===== config.mk =====
export PLATFORM = sky130hd
export DESIGN_NAME = flash_cfg_loader
export DESIGN_NICKNAME = d
export VERILOG_FILES = /design/src/rtl/flash_ldr_pkg.sv /design/src/rtl/flash_ldr_timer.sv /design/src/rtl/flash_ldr_seq.sv /design/src/rtl/flash_ldr_cfg_rf.sv /design/src/rtl/flash_cfg_loader.sv
export SDC_FILE = /design/constraint.sdc
export NUM_CORES = 1
export LEC_CHECK = 0
export BUFFER_PORTS_ARGS = -buffer_cell sky130_fd_sc_hd__buf_4
export CAP_MARGIN = 10
export CORE_AREA = 2 2 83 164
export CTS_CLUSTER_SIZE = 14
export DETAILED_ROUTE_END_ITERATION = 8
export DIE_AREA = 0 0 85 166
export PLACE_DENSITY = 0.78
export SETUP_SLACK_MARGIN = 0.5
export SLEW_MARGIN = 5
export SYNTH_ARGS = -nofsm -noshare
export SYNTH_HDL_FRONTEND = slang
export SYNTH_SLANG_ARGS = --single-unit

===== constraint.sdc =====
create_clock -name clk_i -period 2.5 [get_ports clk_i]
set_clock_uncertainty 0.1 [all_clocks]
set_input_delay 0.375 -clock clk_i [delete_from_list [all_inputs] [get_ports clk_i]]
set_output_delay 0.375 -clock clk_i [all_outputs]
set_load 0.01 [all_outputs]

===== src/rtl/flash_ldr_pkg.sv =====
package flash_ldr_pkg;
  localparam logic [7:0] SIG_HI = 8'hAA;
  localparam logic [7:0] SIG_LO = 8'h55;
  localparam int unsigned SIG0_IDX = 0;
  localparam int unsigned SIG1_IDX = 1;
  localparam int unsigned SIG2_IDX = 3;
  localparam int unsigned STAGE_BASE = 4;

  typedef enum logic [2:0] {
    S_WAIT,
    S_READ,
    S_GAP,
    S_FIN,
    S_REL
  } ldr_state_e;
endpackage


===== src/rtl/flash_ldr_timer.sv =====
module flash_ldr_timer #(
  parameter int unsigned W = 4
) (
  input  logic         clk_i,
  input  logic         rst_ni,
  input  logic         en_i,
  input  logic         clr_i,
  input  logic [W-1:0] limit_i,
  output logic         last_o
);
  logic [W-1:0] cnt_q;

  always_ff @(posedge clk_i or negedge rst_ni) begin
    if (!rst_ni)    cnt_q <= '0;
    else if (clr_i) cnt_q <= '0;
    else if (en_i)  cnt_q <= cnt_q + 1'b1;
  end

  assign last_o = en_i && (cnt_q == limit_i);

  // counter never runs past the window it measures
  p_cnt_in_window_r2: assert property (@(posedge clk_i) disable iff (!rst_ni)
    en_i |-> cnt_q <= limit_i);
endmodule


===== src/rtl/flash_ldr_seq.sv =====
module flash_ldr_seq
  import flash_ldr_pkg::*;
#(
  parameter int unsigned ADDR_W    = 19,
  parameter int unsigned N_READS   = 12,
  parameter int unsigned START_DLY = 33,
  parameter int unsigned CYC_LEN   = 360,
  parameter int unsigned TMR_W     = 9,
  parameter int unsigned IDX_W     = 4
) (
  input  logic              clk_i,
  input  logic              rst_ni,
  input  logic [7:0]        data_i,
  input  logic              tmr_last_i,
  output logic              tmr_en_o,
  output logic              tmr_clr_o,
  output logic [TMR_W-1:0]  tmr_limit_o,
  output logic [ADDR_W-1:0] addr_o,
  output logic              cs_no,
  output logic              rd_no,
  output logic              busy_o,
  output logic              own_o,
  output logic              done_o,
  output logic              sample_o,
  output logic [IDX_W-1:0]  idx_o,
  output logic              commit_o
);
  localparam logic [ADDR_W-1:0] TOP_ADDR = {ADDR_W{1'b1}};
  localparam logic [IDX_W-1:0]  LAST_IDX = IDX_W'(N_READS - 1);

  ldr_state_e       state_q, state_d;
  logic [IDX_W-1:0] idx_q, idx_d;
  logic             pass_q, pass_d;
  logic             sig_bad;

  always_comb begin
    sig_bad = 1'b0;
    if (idx_q == IDX_W'(SIG0_IDX) && data_i != SIG_HI) sig_bad = 1'b1;
    if (idx_q == IDX_W'(SIG1_IDX) && data_i != SIG_LO) sig_bad = 1'b1;
    if (idx_q == IDX_W'(SIG2_IDX) && data_i != SIG_LO) sig_bad = 1'b1;
  end

  always_comb begin
    state_d = state_q;
    idx_d   = idx_q;
    pass_d  = pass_q;
    unique case (state_q)
      S_WAIT: if (tmr_last_i) state_d = S_READ;
      S_READ: if (tmr_last_i) begin
        if (sig_bad) begin
          state_d = S_FIN;
          pass_d  = 1'b0;
        end else if (idx_q == LAST_IDX) begin
          state_d = S_FIN;
          pass_d  = 1'b1;
        end else begin
          state_d = S_GAP;
          idx_d   = idx_q + 1'b1;  // address settles during the gap
        end
      end
      S_GAP:  state_d = S_READ;
      S_FIN:  state_d = S_REL;
      S_REL:  state_d = S_REL;
      default: state_d = S_REL;
    endcase
  end

  always_ff @(posedge clk_i or negedge rst_ni) begin
    if (!rst_ni) begin
      state_q <= S_WAIT;
      idx_q   <= '0;
      pass_q  <= 1'b0;
    end else begin
      state_q <= state_d;
      idx_q   <= idx_d;
      pass_q  <= pass_d;
    end
  end

  assign tmr_en_o    = (state_q == S_WAIT) || (state_q == S_READ);
  assign tmr_clr_o   = tmr_last_i || (state_q == S_GAP);
  assign tmr_limit_o = (state_q == S_WAIT) ? TMR_W'(START_DLY - 1) : TMR_W'(CYC_LEN - 1);
  assign addr_o      = (state_q == S_REL) ? '0 : TOP_ADDR - ADDR_W'(idx_q);
  assign cs_no       = (state_q != S_READ);
  assign rd_no       = (state_q != S_READ);
  assign busy_o      = (state_q != S_REL);
  assign own_o       = (state_q != S_REL);
  assign done_o      = (state_q == S_FIN);
  assign sample_o    = (state_q == S_READ) && tmr_last_i;
  assign idx_o       = idx_q;
  assign commit_o    = (state_q == S_FIN) && pass_q;

  p_addr_hold_r3: assert property (@(posedge clk_i) disable iff (!rst_ni)
    (!rd_no && $past(!rd_no)) |-> $stable(addr_o));
  p_done_frees_r7: assert property (@(posedge clk_i) disable iff (!rst_ni)
    done_o |=> (!busy_o && !own_o && !done_o));
  p_release_final_r7: assert property (@(posedge clk_i) disable iff (!rst_ni)
    !own_o |=> (!own_o && rd_no && cs_no));
  p_read_bound_r6: assert property (@(posedge clk_i) disable iff (!rst_ni)
    idx_q <= LAST_IDX);
  p_commit_after_full_r5: assert property (@(posedge clk_i) disable iff (!rst_ni)
    commit_o |-> (idx_q == LAST_IDX));
endmodule


===== src/rtl/flash_ldr_cfg_rf.sv =====
module flash_ldr_cfg_rf
  import flash_ldr_pkg::*;
#(
  parameter int unsigned N_CFG = 8,
  parameter int unsigned IDX_W = 4
) (
  input  logic               clk_i,
  input  logic               rst_ni,
  input  logic               sample_i,
  input  logic [IDX_W-1:0]   idx_i,
  input  logic [7:0]         data_i,
  input  logic               commit_i,
  input  logic               eeprom_vld_i,
  input  logic [8*N_CFG-1:0] eeprom_cfg_i,
  output logic               cfg_valid_o,
  output logic [8*N_CFG-1:0] cfg_data_o
);
  logic [8*N_CFG-1:0] stage_flat;
  logic [8*N_CFG-1:0] cfg_q;
  logic               valid_q;
  logic               eep_lock_q;

  for (genvar k = 0; k < N_CFG; k++) begin : g_stage
    logic [7:0] byte_q;
    always_ff @(posedge clk_i or negedge rst_ni) begin
      if (!rst_ni) byte_q <= '0;
      else if (sample_i && idx_i == IDX_W'(STAGE_BASE + k)) byte_q <= data_i;
    end
    assign stage_flat[8*k +: 8] = byte_q;
  end

  always_ff @(posedge clk_i or negedge rst_ni) begin
    if (!rst_ni) begin
      cfg_q      <= '0;
      valid_q    <= 1'b0;
      eep_lock_q <= 1'b0;
    end else if (eeprom_vld_i) begin
      cfg_q      <= eeprom_cfg_i;
      valid_q    <= 1'b1;
      eep_lock_q <= 1'b1;
    end else if (commit_i && !eep_lock_q) begin
      cfg_q   <= stage_flat;
      valid_q <= 1'b1;
    end
  end

  assign cfg_valid_o = valid_q;
  assign cfg_data_o  = cfg_q;

  p_valid_sticky_r8: assert property (@(posedge clk_i) disable iff (!rst_ni)
    cfg_valid_o |=> cfg_valid_o);
  p_eeprom_wins_r10: assert property (@(posedge clk_i) disable iff (!rst_ni)
    (eep_lock_q && !eeprom_vld_i) |=> $stable(cfg_data_o));
  p_no_load_no_change_r11: assert property (@(posedge clk_i) disable iff (!rst_ni)
    (!commit_i && !eeprom_vld_i) |=> $stable(cfg_data_o));
endmodule


===== src/rtl/flash_cfg_loader.sv =====
module flash_cfg_loader
  import flash_ldr_pkg::*;
#(
  parameter int unsigned ADDR_W    = 19,
  parameter int unsigned N_CFG     = 8,
  parameter int unsigned START_DLY = 33,
  parameter int unsigned CYC_LEN   = 360
) (
  input  logic               clk_i,
  input  logic               rst_ni,
  output logic [ADDR_W-1:0]  flash_addr_o,
  input  logic [7:0]         flash_data_i,
  output logic               flash_cs_no,
  output logic               flash_rd_no,
  output logic               flash_wr_no,
  output logic               pins_own_o,
  output logic               busy_o,
  output logic               done_o,
  input  logic               eeprom_vld_i,
  input  logic [8*N_CFG-1:0] eeprom_cfg_i,
  output logic               cfg_valid_o,
  output logic [8*N_CFG-1:0] cfg_data_o
);
  localparam int unsigned N_READS = STAGE_BASE + N_CFG;
  localparam int unsigned IDX_W   = $clog2(N_READS);
  localparam int unsigned TMR_MAX = (START_DLY > CYC_LEN) ? START_DLY : CYC_LEN;
  localparam int unsigned TMR_W   = $clog2(TMR_MAX + 1);

  logic             tmr_en, tmr_clr, tmr_last;
  logic [TMR_W-1:0] tmr_limit;
  logic             sample;
  logic [IDX_W-1:0] idx;
  logic             commit;

  flash_ldr_timer #(.W(TMR_W)) u_timer (
    .clk_i   (clk_i),
    .rst_ni  (rst_ni),
    .en_i    (tmr_en),
    .clr_i   (tmr_clr),
    .limit_i (tmr_limit),
    .last_o  (tmr_last)
  );

  flash_ldr_seq #(
    .ADDR_W    (ADDR_W),
    .N_READS   (N_READS),
    .START_DLY (START_DLY),
    .CYC_LEN   (CYC_LEN),
    .TMR_W     (TMR_W),
    .IDX_W     (IDX_W)
  ) u_seq (
    .clk_i       (clk_i),
    .rst_ni      (rst_ni),
    .data_i      (flash_data_i),
    .tmr_last_i  (tmr_last),
    .tmr_en_o    (tmr_en),
    .tmr_clr_o   (tmr_clr),
    .tmr_limit_o (tmr_limit),
    .addr_o      (flash_addr_o),
    .cs_no       (flash_cs_no),
    .rd_no       (flash_rd_no),
    .busy_o      (busy_o),
    .own_o       (pins_own_o),
    .done_o      (done_o),
    .sample_o    (sample),
    .idx_o       (idx),
    .commit_o    (commit)
  );

  flash_ldr_cfg_rf #(.N_CFG(N_CFG), .IDX_W(IDX_W)) u_cfg (
    .clk_i        (clk_i),
    .rst_ni       (rst_ni),
    .sample_i     (sample),
    .idx_i        (idx),
    .data_i       (flash_data_i),
    .commit_i     (commit),
    .eeprom_vld_i (eeprom_vld_i),
    .eeprom_cfg_i (eeprom_cfg_i),
    .cfg_valid_o  (cfg_valid_o),
    .cfg_data_o   (cfg_data_o)
  );

  assign flash_wr_no = 1'b1;

  p_strobe_only_owned_r2: assert property (@(posedge clk_i) disable iff (!rst_ni)
    !flash_cs_no |-> (busy_o && pins_own_o && !done_o));
endmodule


---- After elaboration in Yosys (flattened, before gate mapping) ----
Cells that the tools add are included.
storage, ports and cells
  logic and storage cells ................. 85
  memories kept ........................... 0
  flip-flop bits (word level) ............. 147
  RAM bits ................................ 0
  latch bits .............................. 0
  bits in read-only memories .............. 0
operators by class
  bitwise operators ....................... 2
  muxes and demuxes ....................... 18
  magnitude comparators ................... 0
  eq/ne operators ......................... 21
  reduce and logical (&&, ||, !) cells .... 26
  add/sub/neg operators ................... 3
  divide/modulo/power cells ............... 0
  multipliers ............................. 0
  shift operators ......................... 0
operators by type and width
  cell                                                                     count
  64-bit two-way mux                                                       2
  9-bit two-way mux                                                        3
  19-bit two-way mux                                                       1
  4-bit by 3-bit == test with 1-bit output, second input constant          4
  4-bit == test, second input constant                                     4
  1-bit logical AND                                                        15
  9-bit by 1-bit adder with 9-bit output, second input constant            1
  9-bit == test                                                            1
  3-bit two-way mux                                                        3
  3-bit case mux with 3 select lines                                       1
  1-bit two-way mux                                                        8
  8-bit by 7-bit inequality test with 1-bit output, second input constant  1
  8-bit inequality test, second input constant                             1
  3-bit by 2-bit == test with 1-bit output, second input constant          2
  2-bit nonzero test                                                       3
  1-bit by 5-bit subtractor with 6-bit output, first input constant        1
  4-bit by 1-bit adder with 4-bit output, second input constant            1
  4-bit by 1-bit == test with 1-bit output, second input constant          1
  4-bit by 2-bit == test with 1-bit output, second input constant          1
  4-bit logical NOT                                                        1
  2-bit by 1-bit inequality test with 1-bit output, second input constant  2
  4-bit AND reduction                                                      1
  3-bit by 1-bit == test with 1-bit output, second input constant          1
  3-bit == test, second input constant                                     1
  8 further kinds                                                          10

---- Logic depth before layout (Yosys ltp) ----
Gate-level depths: netlist (run 1).
  depth in word-level cells ............... 8
  depth in mapped cells ................... 6

---- Modules after synthesis ----
Synthesis (run 1) repeated with hierarchy kept, for this count alone.
second synthesis, totals
  cell total of the unflattened synthesis .. 498
  area, all modules ....................... 7040.5 sq um
modules (own cells, without submodules)
  module            instances  cells each  seq. area each (sq um)  area an instance (sq um)
  flash_ldr_cfg_rf  1          355         3253.1                  5693.0
  flash_ldr_seq     1          85          200.2                   788.3
  flash_ldr_timer   1          56          225.2                   548.0
  flash_cfg_loader  1          2           0.0                     11.3

---- Worst setup path after synthesis (run 1) ----
Ideal clock, no wire load.
  path type ............................... reg2reg
  from .................................... register u_seq.state_q[2]
  to ...................................... register u_cfg.g_stage[1].byte_q[1]
  stages on the path, launching flop included .. 7
  arrival ................................. 1817 ps
  slack ................................... 458 ps
  library setup time ...................... 125 ps
  clock period less this slack ............ 2042 ps
  path through ............................ dfrtp_1 > or3b_1 > and4b_1 > buf_6 > buf_12 > nand3_4 > mux2_4
on the way
  word-level cells in the longest chain between the ends .. 6
  elaborated cells on any way between the ends .. 8
  those cells by class .................... 2 x eq/ne; 1 x mux; 5 x reduce/logical
ends and longest elaborated chain
  item                      RTL line                                  text
  start: declaration        flash_ldr_seq.sv:31                       ldr_state_e state_q, state_d;
  start signal: assignment  flash_ldr_seq.sv:74                       state_q <= state_d;
  3-bit logical NOT         flash_ldr_seq.sv:80, flash_ldr_seq.sv:82
  9-bit two-way mux         flash_ldr_seq.sv:82                       assign tmr_limit_o = (state_q == S_WAIT) ? TMR_W'(START_DLY - 1) : TMR_W'(CYC_LEN - 1);
  9-bit == test             flash_ldr_timer.sv:19                     assign last_o = en_i && (cnt_q == limit_i);
  1-bit logical AND         flash_ldr_timer.sv:19
  1-bit logical AND (*)     flash_ldr_seq.sv:89                       assign sample_o = (state_q == S_READ) && tmr_last_i;
  1-bit logical AND (*)     flash_ldr_cfg_rf.sv:27                    else if (sample_i && idx_i == IDX_W'(STAGE_BASE + k)) byte_q <= data_i;
  end signal: assignment    flash_ldr_cfg_rf.sv:27
  end: declaration          flash_ldr_cfg_rf.sv:24                    logic [7:0] byte_q;
Mark *: on every way between the ends. The rest lies on a longest branch, timed or not.
A chain may end at the register's enable or synchronous reset.

---- Worst setup path in the final report (run 1) ----
  from .................................... register u_timer.cnt_q[4]
  to ...................................... register u_cfg.g_stage[0].byte_q[6]
on the way
  word-level cells in the longest chain between the ends .. 4
ends and longest elaborated chain
  item                      RTL line                text
  start: declaration        flash_ldr_timer.sv:11   logic [W-1:0] cnt_q;
  start signal: assignment  flash_ldr_timer.sv:16   else if (en_i) cnt_q <= cnt_q + 1'b1;
  9-bit == test             flash_ldr_timer.sv:19
  1-bit logical AND         flash_ldr_timer.sv:19
  1-bit logical AND         flash_ldr_seq.sv:89
  1-bit logical AND         flash_ldr_cfg_rf.sv:27
  end signal: assignment    flash_ldr_cfg_rf.sv:27
  end: declaration          flash_ldr_cfg_rf.sv:24
Every way passes these cells.

==> run_results.csv, run 1 <==
group,metric,value,unit
sta,tightest_slew,0.592,ns
sta,slew_viol_final,0,
sta,period_share,0.852,
detailed_routing,wl,18200,µm
clock_network,cts-root-buf,"clkbuf_16",
detailed_routing,ant_nets,0,
clock_network,cts_tree,"built",
sta,layout_setup_ws,0.370,ns
setup_path,crit_chain,"nor4b_4 > nand4_1 > buf_6 > nor3_4 > buf_6 > mux2_2",
power,power.leakage,0.00402,µW
setup_path,required,2.70,ns
sta,rsz0062_at_grt,"true",
die,fp.dieW,85,µm
worst_hold_path,holdPathStages,3,
global_route,grt_pass1_vias,5234,
sta,period_needed,2.13,ns
logic_synthesis,synthSimpleGateAreaFrac,0.102,
logic_synthesis,synth_edf_count,0,
clock_network,clk_pin_slew_worst_paths,0.06,ns
logic_synthesis,async_flop_share,1.00,
worst_hold_path,min_to,"u_cfg.cfg_data_o[10]",
detailed_routing,met1_length,6530,µm
setup_path,cp.arrival,2.33,ns
sta,setup-tns-final,0,ns
logic_synthesis,syn_area_per_cell,11.9,µm²
finish,multi_input_area,2810,µm²
finish,final_common_cell,"buf_4",
power,peakVddDrop,0.613,mV
setup_path,rr_worst_depth,6,
logic_synthesis,synthCells,560,
detailed_routing,drc,0,
setup_path,crit_top_cell,"buf_6",
die,ioPinCount,165,
finish,drive_gt1_frac,0.454,
finish,fin_util,0.698,
place,hpwl,11500,µm
clock_network,cts.sinks,147,
clock_network,cts_buffers,17,
setup_path,end_kind,"register",
power,powerDensity,664,nW/µm²
detailed_routing,drt_iter0_drc,351,
global_route,track_usage,0.246,
job,max_cap_violations,0,
clock_network,clk_latency,0.42,ns
logic_synthesis,synth_cell_types,51,
die,rows,59,
setup_path,worstSetupPathType,"register to register",
logic_synthesis,synth.ff_latch_count,147,
sta,fmax,0.469,GHz
logic_synthesis,synth-xor-area-share,0.0119,
detailed_routing,wl_met3,868,µm
clock_network,clockBufferDepth,2,
place,pre_cts_ws,0.270,ns
global_route,overflow,0,
detailed_routing,wl_met2,10100,µm
finish,antennaDiodeCount,0,
place,port_buffers,163,
global_route,grt_max_degree,89,
detailed_routing,wl_per_cell,20.4,µm
logic_synthesis,synth-main-ff-cell,"dfrtp_1",
worst_hold_path,hold_path_class,"input pin to register",
detailed_routing,vias_per_cell,5.56,
setup_path,r2r-end,"u_cfg.g_stage[0].byte_q[6]",
logic_synthesis,ys_seq_area_frac,0.553,
setup_path,timing.rr.start,"u_timer.cnt_q[4]",
setup_path,rrSetupSlack,0.37,ns
detailed_routing,highest_layer,"met4",
setup_path,crit_buf_inv,2,
logic_synthesis,synthAdderAreaFrac,0.00941,
logic_synthesis,synth_warnings,0,
detailed_routing,drtPass1Iterations,4,
setup_path,cp_max_fo,5,
worst_hold_path,min_from,"eeprom_cfg_i[10]",
setup_path,path_delay_family,"simple AND/OR/NAND/NOR gates",
sta,slew_headroom,0.606,
finish,final_cell_mix,"buf_4, dfrtp_1, nand2_1",
clock_network,cts_max_level,4,
die,core_area,12900,µm²
die,die-height,166,µm
logic_synthesis,synth_top_family_by_area,"multiplexers",
logic_synthesis,syn_area,6650,µm²
die,start_util,0.515,
logic_synthesis,synth_fp_nets,640,
die,die-area,14100,µm²
sta,hold_violations,0,
sta,setup_viol_count_final,0,
setup_path,max_stage_delay,0.42,ns
setup_path,crit_path_start_kind,"register",
finish,areaGrowthSynthToFinish,35.5,%
finish,seq_area,3680,µm²
logic_synthesis,synth_compound_area_frac,0.0672,
global_route,grt_pass1_wl,27000,µm
detailed_routing,vias,4974,
logic_synthesis,synthMuxAreaShare,0.207,
setup_path,cp_slowest_cell,"dfrtp_2",
place,gp_congestion,0.838,
finish,nets,810,
finish,fillers,890,
global_route,antenna_found_initial,0,
status,outcome,"finished, final reports clean",
-- synth_stat cells (all sizes together) (2+ instances only) --
library cell | instances | area (µm²)
nor3 | 3 | 26.3
inv | 9 | 33.8
and4bb | 2 | 25.0
clkbuf | 22 | 82.6
a21oi | 3 | 15.0
nand4 | 2 | 12.5
nor2b | 3 | 18.8
mux2i | 64 | 641
buf | 29 | 209
nor4 | 3 | 18.8
mux2 | 65 | 736
nand2 | 72 | 270
ha | 5 | 62.6
xnor2 | 9 | 78.8
nand3 | 11 | 113
o21ai | 64 | 320
nor4b | 2 | 23.8
and2 | 2 | 12.5
o31ai | 2 | 15.0
a2111oi | 2 | 30.0
or2 | 2 | 12.5
nor2 | 18 | 67.6
and3 | 2 | 12.5
a21o | 2 | 15.0
dfrtp | 147 | 3680
-- metrics by stage --
| step | power [µW] | area [µm²] | cells | hold slack, ns |
|---|---|---|---|---|
| 2_1_floorplan | 2850 | 6670 | 560 | -0.0206 |
| 3_3_place_gp | 3200 | 7920 | 835 | 0.184 |
| 3_5_place_dp | 3220 | 7920 | 835 | 0.189 |
| 4_1_cts | 6000 | 8810 | 885 | 0.0549 |
| 5_1_grt | 6180 | 9010 | 895 | 0.0632 |
| 6_report | 5980 | 9010 | 895 | 0.0635 |
-- layer usage --
layer | vias up | GRT usage
li1 | 2266 | -
met1 | 2478 | 0.273
met2 | 177 | 0.439
met3 | 53 | 0.0487
met4 | 0 | 0.117
met5 | - | 0
-- worst max path at each step --
stage / from / endpoint / slack, ns / cells after the start
floorplan: u_seq.state_q[2] / u_cfg.g_stage[1].byte_q[1] / 0.49 / 6
global placement: u_timer.cnt_q[4] / u_cfg.g_stage[0].byte_q[2] / 0.36 / 4
detailed placement: u_timer.cnt_q[4] / u_cfg.g_stage[0].byte_q[5] / 0.27 / 4
CTS: u_seq.state_q[1] / u_cfg.g_stage[7].byte_q[1] / 0.46 / 5
global route: u_timer.cnt_q[3] / u_cfg.g_stage[0].byte_q[6] / 0.21 / 6
finish: u_timer.cnt_q[4] / u_cfg.g_stage[0].byte_q[6] / 0.37 / 6
-- power by group --
| part | internal [µW] | total, µW | switching [µW] |
|---|---|---|---|
| logic | 293 | 570 | 277 |
| clock network | 1790 | 2800 | 1000 |
| registers | 2520 | 2610 | 94.0 |
-- registers in the layout, summed over array words and instances, names as in the netlist --
| name | flops |
|---|---|
| u_seq.idx_o | 4 |
| u_cfg.g_stage.byte_q | 64 |
| u_cfg.cfg_data_o | 64 |
| u_seq.pass_q | 1 |
| u_seq.state_q | 3 |
| u_cfg.cfg_valid_o | 1 |
| u_cfg.eep_lock_q | 1 |
| u_timer.cnt_q | 9 |
-- logic make-up after synthesis --
kind of cell    after synthesis
flops                       147
simple gates                130
mux                         129
compound gates               79
buf+inv                      60
xor+xnor                      9
fa+ha+maj                     5
other cells                   1
-- tightest hold or removal path, delay by kind of cell --
| family | cells | cell delay [ns] |
|---|---|---|
| and+or+nand+nor | 1 | 0.04 |
| AOI/OAI and AO/OA | 1 | 0.05 |
| buffers and inverters | 1 | 0.07 |
-- repair_timing --
item / in CTS / in global routing
endpoints found under the setup margin: 112 / 140
cloned: 0 / 1
endpoints found under the hold margin: 32 / 0
buffers inserted: 17 / 9
gates resized for setup: 25 / 33
pin swaps: 9 / 10
hold buffers: 1 / 0
-- cell type report --
cell class | instances | share of cell area
clock buffers | 18 | 0.0487
multi-input cells | 353 | 0.312
clock inverters | 14 | 0.0232
inverters | 9 | 0.00416
well taps | 152 | 0.0211
repair buffers | 202 | 0.182
flip-flops and latches | 147 | 0.409
Note: power is estimated with default switching activity, not from simulation.
==> run 2: changes to the inputs <==
--- a/config.mk
+++ b/config.mk
@@ -12,6 +12,7 @@
 export DETAILED_ROUTE_END_ITERATION = 8
 export DIE_AREA = 0 0 85 166
 export PLACE_DENSITY = 0.78
+export REMOVE_ABC_BUFFERS = 1
 export SETUP_SLACK_MARGIN = 0.5
 export SLEW_MARGIN = 5
 export SYNTH_ARGS = -nofsm -noshare
==> run 2 against run 1 <==
Global-route usage fell by 0.24 points. Highest routed layer unchanged. Final cell count fell by 1.0%. Register-to-register slack barely moved. Critical endpoint is now flash_addr_o[6]. Cell area fell by 0.93%.
==> run_results.csv, run 2 (synthesized netlist as in run 1, its figures left out) <==
group,metric,value,unit
clock_network,cts.sinks,147,
sta,period_share,0.856,
die,core_area,12900,µm²
die,die-area,14100,µm²
job,max_cap_violations,0,
worst_hold_path,holdPathStages,3,
finish,multi_input_area,2820,µm²
place,gp_congestion,0.809,
power,total_power,5740,µW
detailed_routing,drtPass1Iterations,4,
detailed_routing,drt_iter0_drc,294,
sta,layout_setup_ws,0.359,ns
finish,antennaDiodeCount,0,
place,pre_cts_ws,0.242,ns
sta,slew_headroom,0.629,
finish,seq_area,3680,µm²
status,outcome,"finished, final reports clean",
clock_network,clk_latency,0.41,ns
detailed_routing,vias_per_cell,5.58,
worst_hold_path,hold_path_class,"input pin to register",
die,fp.dieW,85,µm
setup_path,required,2.03,ns
global_route,overflow,0,
sta,fmax,0.467,GHz
finish,areaGrowthSynthToFinish,34.2,%
detailed_routing,ant_nets,0,
clock_network,cts_max_level,4,
sta,setup_viol_count_final,0,
setup_path,cp.arrival,1.67,ns
sta,slew_viol_final,0,
setup_path,end_kind,"output port",
sta,setup-tns-final,0,ns
power,power.leakage,0.00396,µW
sta,tightest_slew,0.556,ns
sta,rsz0062_at_grt,"true",
finish,drive_gt1_frac,0.440,
die,rows,59,
global_route,grt_pass1_vias,5187,
finish,final_common_cell,"buf_4",
place,hpwl,11400,µm
clock_network,cts_buffers,17,
global_route,track_usage,0.243,
detailed_routing,wl,17100,µm
setup_path,worstSetupPathType,"register to output port",
sta,hold_violations,0,
die,ioPinCount,165,
power,powerDensity,643,nW/µm²
global_route,grt_max_degree,66,
detailed_routing,vias,4947,
finish,final_cell_mix,"buf_4, dfrtp_1, nand2_1",
global_route,grt_pass1_wl,26700,µm
clock_network,clk_pin_slew_worst_paths,0.06,ns
setup_path,rr_worst_depth,6,
finish,nets,801,
setup_path,cp_max_fo,17,
setup_path,rrSetupSlack,0.37,ns
clock_network,clockBufferDepth,2,
detailed_routing,drc,0,
die,die-height,166,µm
die,start_util,0.515,
detailed_routing,wl_per_cell,19.3,µm
global_route,antenna_found_initial,0,
finish,fillers,891,
power,peakVddDrop,0.590,mV
setup_path,crit_path_start_kind,"register",
clock_network,cts-root-buf,"clkbuf_16",
place,port_buffers,163,
clock_network,cts_tree,"built",
sta,period_needed,2.14,ns
run 2: worst max-delay path: stages (launching register included):
cell        delay (ns)
dfrtp_2           0.38
buf_6             0.12
buf_4             0.13
and2_4            0.22
clkinvlp_4        0.12
buf_12            0.15
buf_4             0.14
run 2: report_power, final:
group	switching [µW]	leakage, µW	internal (µW)	total, µW
registers	91.2	0.00177	2520	2610
logic	274	0.00190	292	565
clock network	969	0.000287	1600	2570
total	1330	0.00396	4410	5740
run 2: cell type report:
class,count,share of cell area
Clock buffer,20,0.0500
Tap cell,152,0.0213
Inverter,9,0.00420
Timing Repair Buffer,193,0.179
Clock inverter,12,0.0172
Sequential cell,147,0.413
Multi-Input combinational cell,353,0.315
run 2: worst paths after layout:
| check | startpoint | to |
|---|---|---|
| max in group asynchronous | rst_ni | u_seq.state_q[1] |
| max reg2reg | u_seq.state_q[0] | u_cfg.g_stage[7].byte_q[0] |
| min in group asynchronous | rst_ni | u_cfg.cfg_data_o[22] |
| min | eeprom_cfg_i[10] | u_cfg.cfg_data_o[10] |
| max | u_seq.state_q[2] | flash_addr_o[6] |
| min reg2reg | u_cfg.cfg_valid_o | u_cfg.cfg_valid_o |
run 2: repair_timing:
action / 4_1_cts / 5_1_grt
setup buffers: 13 / 7
hold buffers: 1 / 0
pin swaps: 3 / 8
hold endpoints to repair: 43 / 0
setup endpoints to repair: 147 / 105
gates cloned: 1 / 0
resized for setup: 29 / 33
run 2: layer usage:
layer	global-route usage	vias to the layer above	wire, µm
li1	-	2254	-
met1	0.269	2490	6010
met2	0.440	159	9800
met3	0.0487	44	745
met4	0.106	0	531
met5	0	-	0
run 2: per-stage QoR:
step           hold slack (ns)  utilization  std cells  cell area, µm²
3_3_place_gp             0.212        0.609        832            7870
3_5_place_dp             0.219        0.609        832            7870
6_report                0.0667        0.691        886            8930
5_1_grt                 0.0726        0.691        886            8930
2_1_floorplan          -0.0206            -        509            6360
4_1_cts                 0.0544        0.678        879            8760
